`src/rtl/rdiv_pkg.sv`:
```
package rdiv_pkg;
   typedef enum logic {
      RD_IDLE = 1'b0,
      RD_RUN  = 1'b1
   } rdiv_state_e;
endpackage

```
`src/rtl/rdiv_magnitude.sv`:
```
// Converts an operand to its magnitude and reports whether it was negative.
module rdiv_magnitude #(
   parameter int WIDTH = 32
) (
   input  logic [WIDTH-1:0] value,
   input  logic             is_signed,
   output logic [WIDTH-1:0] mag,
   output logic             negative
);
   always_comb begin
      negative = is_signed & value[WIDTH-1];
      mag      = negative ? (~value + WIDTH'(1)) : value;
   end
endmodule

```
`src/rtl/rdiv_step.sv`:
```
// One restoring iteration: shift {rem, quo} left, trial-subtract, keep or restore.
module rdiv_step #(
   parameter int WIDTH = 32
) (
   input  logic [WIDTH-1:0] rem_in,
   input  logic [WIDTH-1:0] quo_in,
   input  logic [WIDTH-1:0] dvs,
   output logic [WIDTH-1:0] rem_out,
   output logic [WIDTH-1:0] quo_out
);
   // The shifted remainder is below 2*dvs, so WIDTH+1 bits hold the trial exactly.
   logic [WIDTH:0] shifted;
   logic [WIDTH:0] trial;

   always_comb begin
      shifted = {rem_in, quo_in[WIDTH-1]};
      // Subtract by adding the two's complement of the zero-extended divisor.
      trial   = shifted + {1'b1, ~dvs} + (WIDTH+1)'(1);
      if (trial[WIDTH]) begin
         rem_out = shifted[WIDTH-1:0];
         quo_out = {quo_in[WIDTH-2:0], 1'b0};
      end else begin
         rem_out = trial[WIDTH-1:0];
         quo_out = {quo_in[WIDTH-2:0], 1'b1};
      end
   end
endmodule

```
`src/rtl/rdiv_sign_fix.sv`:
```
// Applies the result signs after a magnitude division.
module rdiv_sign_fix #(
   parameter int WIDTH = 32
) (
   input  logic [WIDTH-1:0] quo_mag,
   input  logic [WIDTH-1:0] rem_mag,
   input  logic             neg_quo,
   input  logic             neg_rem,
   output logic [WIDTH-1:0] quo,
   output logic [WIDTH-1:0] rem
);
   always_comb begin
      quo = neg_quo ? (~quo_mag + WIDTH'(1)) : quo_mag;
      rem = neg_rem ? (~rem_mag + WIDTH'(1)) : rem_mag;
   end
endmodule

```
`src/rtl/seq_restoring_div.sv`:
```
module seq_restoring_div
   import rdiv_pkg::*;
#(
   parameter int WIDTH  = 32,
   parameter int UNROLL = 1
) (
   input  logic                 clk,
   input  logic                 rst_n,
   input  logic                 start,
   input  logic [WIDTH-1:0]     dividend,
   input  logic [WIDTH-1:0]     divisor,
   input  logic                 is_signed,
   output logic                 busy,
   output logic                 done,
   output logic [WIDTH-1:0]     quotient,
   output logic [WIDTH-1:0]     remainder,
   output logic [2*WIDTH-1:0]   result
);
   localparam int ITER  = WIDTH / UNROLL;
   localparam int CNT_W = $clog2(ITER + 1);

   initial begin
      assert (WIDTH >= 2) else $fatal(1, "seq_restoring_div: WIDTH must be at least 2");
      assert (UNROLL >= 1 && (WIDTH % UNROLL) == 0)
         else $fatal(1, "seq_restoring_div: UNROLL must divide WIDTH");
   end

   rdiv_state_e       state_q;
   logic [WIDTH-1:0]  rem_q, quo_q, dvs_q;
   logic [CNT_W-1:0]  cnt_q;
   logic              neg_quo_q, neg_rem_q;
   logic              done_q;
   logic [WIDTH-1:0]  quotient_q, remainder_q;

   // operand conditioning
   logic [WIDTH-1:0]  dvd_mag, dvs_mag;
   logic              dvd_neg, dvs_neg;

   rdiv_magnitude #(.WIDTH(WIDTH)) u_dvd_mag (
      .value(dividend), .is_signed(is_signed), .mag(dvd_mag), .negative(dvd_neg)
   );
   rdiv_magnitude #(.WIDTH(WIDTH)) u_dvs_mag (
      .value(divisor), .is_signed(is_signed), .mag(dvs_mag), .negative(dvs_neg)
   );

   // chain of restoring steps evaluated in one cycle
   logic [WIDTH-1:0]  chain_rem [UNROLL+1];
   logic [WIDTH-1:0]  chain_quo [UNROLL+1];

   assign chain_rem[0] = rem_q;
   assign chain_quo[0] = quo_q;

   for (genvar s = 0; s < UNROLL; s++) begin : g_step
      rdiv_step #(.WIDTH(WIDTH)) u_step (
         .rem_in (chain_rem[s]),
         .quo_in (chain_quo[s]),
         .dvs    (dvs_q),
         .rem_out(chain_rem[s+1]),
         .quo_out(chain_quo[s+1])
      );
   end

   // sign correction of the final magnitudes
   logic [WIDTH-1:0]  fix_quo, fix_rem;

   rdiv_sign_fix #(.WIDTH(WIDTH)) u_fix (
      .quo_mag(chain_quo[UNROLL]),
      .rem_mag(chain_rem[UNROLL]),
      .neg_quo(neg_quo_q),
      .neg_rem(neg_rem_q),
      .quo    (fix_quo),
      .rem    (fix_rem)
   );

   always_ff @(posedge clk or negedge rst_n) begin
      if (!rst_n) begin
         state_q     <= RD_IDLE;
         rem_q       <= '0;
         quo_q       <= '0;
         dvs_q       <= '0;
         cnt_q       <= '0;
         neg_quo_q   <= 1'b0;
         neg_rem_q   <= 1'b0;
         done_q      <= 1'b0;
         quotient_q  <= '0;
         remainder_q <= '0;
      end else begin
         done_q <= 1'b0;
         case (state_q)
            RD_IDLE: begin
               if (start) begin
                  rem_q     <= '0;
                  quo_q     <= dvd_mag;
                  dvs_q     <= dvs_mag;
                  cnt_q     <= CNT_W'(ITER);
                  neg_quo_q <= dvd_neg ^ dvs_neg;
                  neg_rem_q <= dvd_neg;
                  state_q   <= RD_RUN;
               end
            end
            RD_RUN: begin
               rem_q <= chain_rem[UNROLL];
               quo_q <= chain_quo[UNROLL];
               cnt_q <= cnt_q - CNT_W'(1);
               if (cnt_q == CNT_W'(1)) begin
                  state_q     <= RD_IDLE;
                  done_q      <= 1'b1;
                  quotient_q  <= fix_quo;
                  remainder_q <= fix_rem;
               end
            end
            default: state_q <= RD_IDLE;
         endcase
      end
   end

   assign busy      = (state_q == RD_RUN);
   assign done      = done_q;
   assign quotient  = quotient_q;
   assign remainder = remainder_q;
   assign result    = {remainder_q, quotient_q};
endmodule

```
`config.mk`:
```
export PLATFORM = sky130hd
export DESIGN_NAME = seq_restoring_div
export DESIGN_NICKNAME = d
export VERILOG_FILES = /design/src/rtl/rdiv_pkg.sv /design/src/rtl/rdiv_magnitude.sv /design/src/rtl/rdiv_step.sv /design/src/rtl/rdiv_sign_fix.sv /design/src/rtl/seq_restoring_div.sv
export SDC_FILE = /design/constraint.sdc
export NUM_CORES = 1
export LEC_CHECK = 0
export ABC_AREA = 1
export BUFFER_PORTS_ARGS = -buffer_cell sky130_fd_sc_hd__buf_2
export CAP_MARGIN = 20
export CORE_MARGIN = 8
export CORE_UTILIZATION = 38
export CTS_CLUSTER_DIAMETER = 60
export DETAILED_ROUTE_END_ITERATION = 8
export PLACE_DENSITY = 0.62
export SYNTH_ARGS = -nofsm -noshare
export SYNTH_HDL_FRONTEND = slang
export SYNTH_HIERARCHICAL = 1
export SYNTH_SLANG_ARGS = --single-unit
```
`constraint.sdc`:
```
create_clock -name clk -period 5 [get_ports clk]
set_input_delay 0.75 -clock clk [delete_from_list [all_inputs] [get_ports clk]]
set_output_delay 0.75 -clock clk [all_outputs]
set_load 0.03 [all_outputs]
```
Word level (Yosys, flattened, before mapping). Index checks and enable logic that the tools add are counted. Widths: inputs -> output; s select.

Add/sub/neg operators: 7. Equal/unequal tests: 2. Muxes and demuxes: 17. Bitwise operators: 9. Reductions and logical operators: 2.

Operator list (count): $mux 32 (7); $not 32->32 (5); $add 32x1->32 const B (4); $pmux 32 s2 (2); $add 33x1->33 const B (1); $add 33x33->33 (1); $pmux 6 s2 (1); $eq 6x1->1 const B (1); $mux 6 (1); $sub 6x1->6 const B (1); $mux 1 (5); $reduce_and 2->1 (2); $and 1x1->1 (2); $ne 2x2->1 const B (1); $pmux 1 s2 (1); $not 1->1 (1); $xor 1x1->1 (1).

Register bits: 170. Input port bits: 68.

Longest topological paths before layout.
Depth after elaboration: 7. Gate-level depth with buffers: 28.

Cells and area by module. The synthesis kept the hierarchy.

By module, submodules not included: seq_restoring_div (instances 1, cells each 785, area an instance 7277.0 µm², seq. area each 4254.1 µm²); rdiv_step (instances 1, cells each 711, area an instance 3383.2 µm², seq. area each 0.0 µm²); rdiv_magnitude (instances 2, cells each 227, area an instance 1079.8 µm², seq. area each 0.0 µm²); rdiv_sign_fix (instances 1, cells each 465, area an instance 2099.5 µm², seq. area each 0.0 µm²).

Worst setup path before layout. Ideal clock, no wire load.

Path type: register to register. Start: reg quo_q[31]. End: reg remainder_q[22] (netlist: remainder[22]). Library setup time: 0.118 ns. Arrival time: 2.911 ns. Data required time: 4.882 ns. Slack: 1.971 ns. Stages on the path, launching flop included: 28. Path through: dfrtp_1 inv_1 ha_1 fa_1 inv_1 nand2_1 nand2_1 nand3_1 nand2_2 nand2_1 nand2_2 nand2_2 nand3_1 nand2_4 buf_4 nand2_1 nand2_1 inv_1 ha_1 nand2_2 nand2_1 o21ai_2 nor2_4 nand2_1 nand2_1 nand2_1 nand4_1 nand2_1.

RTL lines: start: declaration (RTL line seq_restoring_div.sv:29) `logic [WIDTH-1:0] rem_q, quo_q, dvs_q;`; start signal: assignment (RTL line seq_restoring_div.sv:93) `quo_q <= dvd_mag;`; start signal: assignment (RTL line seq_restoring_div.sv:103) `quo_q <= chain_quo[UNROLL];`; end signal: assignment (RTL line seq_restoring_div.sv:109) `remainder_q <= fix_rem;`; end: declaration (RTL line seq_restoring_div.sv:33) `logic [WIDTH-1:0] quotient_q, remainder_q;`.

==> results.sh <==
export IMPL_synth_top_area_share_pct=28.5
export IMPL_synthSimpleGateAreaFrac_pct=43.7
export IMPL_critPathKind="flop to flop"
export IMPL_cts_repair_resized=0
export IMPL_fin_nets=2576
export IMPL_max_clock_freq_ghz=0.277
export IMPL_yosysSeqAreaShare_pct=28.5
export IMPL_cts_buffers=17
export IMPL_post_cts_buffers=0
export IMPL_dieArea_sq_mm=0.0459
export IMPL_ios=198
export IMPL_async_reset_ff_share_pct=100
export IMPL_worstPathMaxFanout=35
export IMPL_syn_avg_cell_area_sq_um=6.18
export IMPL_tightest_slew_ps=974
export IMPL_cp_cell_sequence="inv_1 -> ha_1 -> fa_1 -> inv_1 -> nand2_1 -> nand2_1 -> nand3_1 -> nand2_2 -> nand2_1 -> nand2_2 -> nand2_2 -> nand3_1 -> nand2_4 -> nand2_1 -> nand2_1 -> nor2_1 -> nand2_1 -> nor2_1 -> nand2_1 -> nand2_1 -> o211ai_1 -> nand2_1 -> nand4_1 -> nand2_1"
export IMPL_postCtsHoldBufs=0
export IMPL_grt_max_degree=89
export IMPL_synth_adder_area_share_pct=3.32
export IMPL_grt_pass1_vias=13900
export IMPL_ys_ff_latch=170
export IMPL_finalMaxSlewViolations=0
export IMPL_holdCritPathClass="primary input to async pin"
export IMPL_fin_ws_ps=1390
export IMPL_rsz0062_at_grt="no"
export IMPL_crit_start="quo_q[31]$_DFFE_PN0P_"
export IMPL_die_y_microns=214
export IMPL_gr_usage_all_layers_pct=19.9
export IMPL_drcViolationCount=0
export IMPL_path_buf_inv=2
export IMPL_synth_top_family_by_area="simple AND/OR/NAND/NOR gates"
export IMPL_arrival_ps=3980
export IMPL_rows=72
export IMPL_clk_pin_slew_worst_paths_ps=70
export IMPL_wl_per_cell_microns=15.6
export IMPL_yosysTopAreaCell="dfrtp_1"
export IMPL_r2r_cells=24
export IMPL_cp_depth=24
export IMPL_crit_path_end_kind="flop"
export IMPL_synth_edf_count=0
export IMPL_h_tree_depth=4
export IMPL_finalSetupViolCount=0
export IMPL_worstSetupEndpoint="remainder[19]$_DFFE_PN0P_"
export IMPL_first_iter_violations=1252
export IMPL_cpMostUsedCell="nand2_1"
export IMPL_dr_pass1_iters=6
export IMPL_yosys_warnings=6
export IMPL_wirelength_microns=46800
export IMPL_n_antenna_cell=0
export IMPL_clk_path_buf_depth=2
export IMPL_r2r_end="remainder[19]$_DFFE_PN0P_"
export IMPL_relSlewSlack_pct=35.0
export IMPL_portBuffers=197
export IMPL_tns_ps=0
export IMPL_syn_area_sq_mm=0.0149
export IMPL_vias=14800
export IMPL_synth_area_top_cells="dfrtp_1, nand2_1, inv_1, nor2_1, buf_4"
export IMPL_synthXorXnorAreaFrac_pct=4.23
export IMPL_grt_first_pass_wirelength_microns=75600
export IMPL_clk_latency_ps=450
export IMPL_cts_tree="done"
export IMPL_period_share_pct=72.2
export IMPL_final_setup_skew_ps=15.6
export IMPL_cts_sinks=170
export IMPL_crit_reg2reg_launch="quo_q[31]$_DFFE_PN0P_"
export IMPL_drt_antenna_violating_nets=0
export IMPL_crit_slowest_cell="fa_1"
export IMPL_status="complete, no violations"
export IMPL_dp_slack_ps=1440
export IMPL_start_kind="flop"
export IMPL_worstPathRequired_ps=5370
export IMPL_final_common_cell="nand2_1"
export IMPL_synth_compound_area_share_pct=5.64
export IMPL_start_util_pct=38.5
export IMPL_synthFlopType="dfrtp_1"
export IMPL_overflow=0
export IMPL_core_area_sq_mm=0.0387
export IMPL_r2r_setup_slack_ps=1390
export IMPL_antenna_found_initial=0
export IMPL_root_buffer="clkbuf_16"
export IMPL_area_growth_synth_to_final_pct=8.22
export IMPL_finalHoldViolations=0
export IMPL_syn_nets=2522
export IMPL_fill_cells=4232
export IMPL_drive_gt1_share_pct=13.1
export IMPL_cpPeakStageDelay_ps=420
export IMPL_cap_viol_max_count=0
export IMPL_gp_congestion=1.00
export IMPL_syn_inst=2415
export IMPL_period_needed_ps=3610
export IMPL_via_per_inst=4.94
export IMPL_critPathTopFamily="simple AND/OR/NAND/NOR gates"
export IMPL_synth_mux_area_share_pct=0
export IMPL_die_w_microns=214
export IMPL_hpwl_microns=37300
export IMPL_synth_distinct_cells=34
export IMPL_mostFrequentLayoutCells="nand2_1, inv_1, nor2_1"
## metrics by stage
stage               instance area, sq um  util [%]  hold slack (ps)  std cells
CTS                                16100      41.7              391       3000
detailed placement                 15500      40.0              468       2968
global route                       16100      41.7              411       3000
global placement                   15500      40.0              463       2968
finish                             16100      41.7              351       3000
floorplan                          14900         -              449       2415
## Yosys cell counts, types with 24 or more instances
cell        n
ha_1       38
nor2_2     24
nand2_1  1035
o21ai_0    34
xnor2_1    25
buf_2      43
a21oi_1    31
nand3_1   135
dfrtp_1   170
nor2_1    236
buf_4     115
nand4_1    81
a22o_1     32
xor2_1     47
inv_1     267
## per-layer routing
layer	global-route usage, %	up-vias	wire length, microns
li1	-	7499	-
met1	29.8	6774	23500
met2	29.7	517	19800
met3	2.92	40	2860
met4	4.43	0	650
met5	0	-	0
## how the worst min path moves through the flow
stage | slack, ps | cells after the start | from | to
4_1_cts | 390 | 1 | rst_n | done$_DFF_PN0_
5_1_grt | 410 | 1 | rst_n | quotient[21]$_DFFE_PN0P_
3_3_place_gp | 460 | 2 | dvs_q[26]$_DFFE_PN0P_ | dvs_q[26]$_DFFE_PN0P_
6_report | 350 | 1 | rst_n | quotient[25]$_DFFE_PN0P_
2_1_floorplan | 450 | 0 | rst_n | busy$_DFF_PN0_
3_5_place_dp | 470 | 2 | dvs_q[31]$_DFFE_PN0P_ | dvs_q[31]$_DFFE_PN0P_
## cells by family after synthesis
logic type | Yosys count
XOR/XNOR | 72
AO/OA/AOI/OAI | 127
adder cells (fa/ha/maj) | 39
flip-flops | 170
buffers and inverters | 445
AND/OR/NAND/NOR | 1562
## worst reg2reg max path, stage by stage (launching register included)
cell and delay (ps):
dfrtp_1 370, inv_1 60, ha_1 230, fa_1 420
inv_1 110, nand2_1 50, nand2_1 80, nand3_1 80
nand2_2 120, nand2_1 70, nand2_2 80, nand2_2 70
nand3_1 120, nand2_4 240, nand2_1 130, nand2_1 160
nor2_1 220, nand2_1 110, nor2_1 100, nand2_1 100
nand2_1 190, o211ai_1 130, nand2_1 90, nand4_1 130
nand2_1 100
## registers in the layout, indices dropped and copies added, names as in the netlist
name	count
busy	1
quotient	32
done	1
neg_rem_q	1
dvs_q	32
rem_q	32
cnt_q	6
remainder	32
quo_q	32
neg_quo_q	1
## cell type report
class | instances | area [sq um] | area share, %
inverter | 274 | 1030 | 6.37
multi-input combinational | 1800 | 8510 | 52.7
clock buffer | 17 | 425 | 2.63
tap | 518 | 648 | 4.01
timing repair buffer | 206 | 1060 | 6.56
sequential | 170 | 4260 | 26.4
clock inverter | 15 | 221 | 1.37
Power is not shown: default switching activity piles up to over one toggle a cycle in this logic, so the estimate is an artifact.
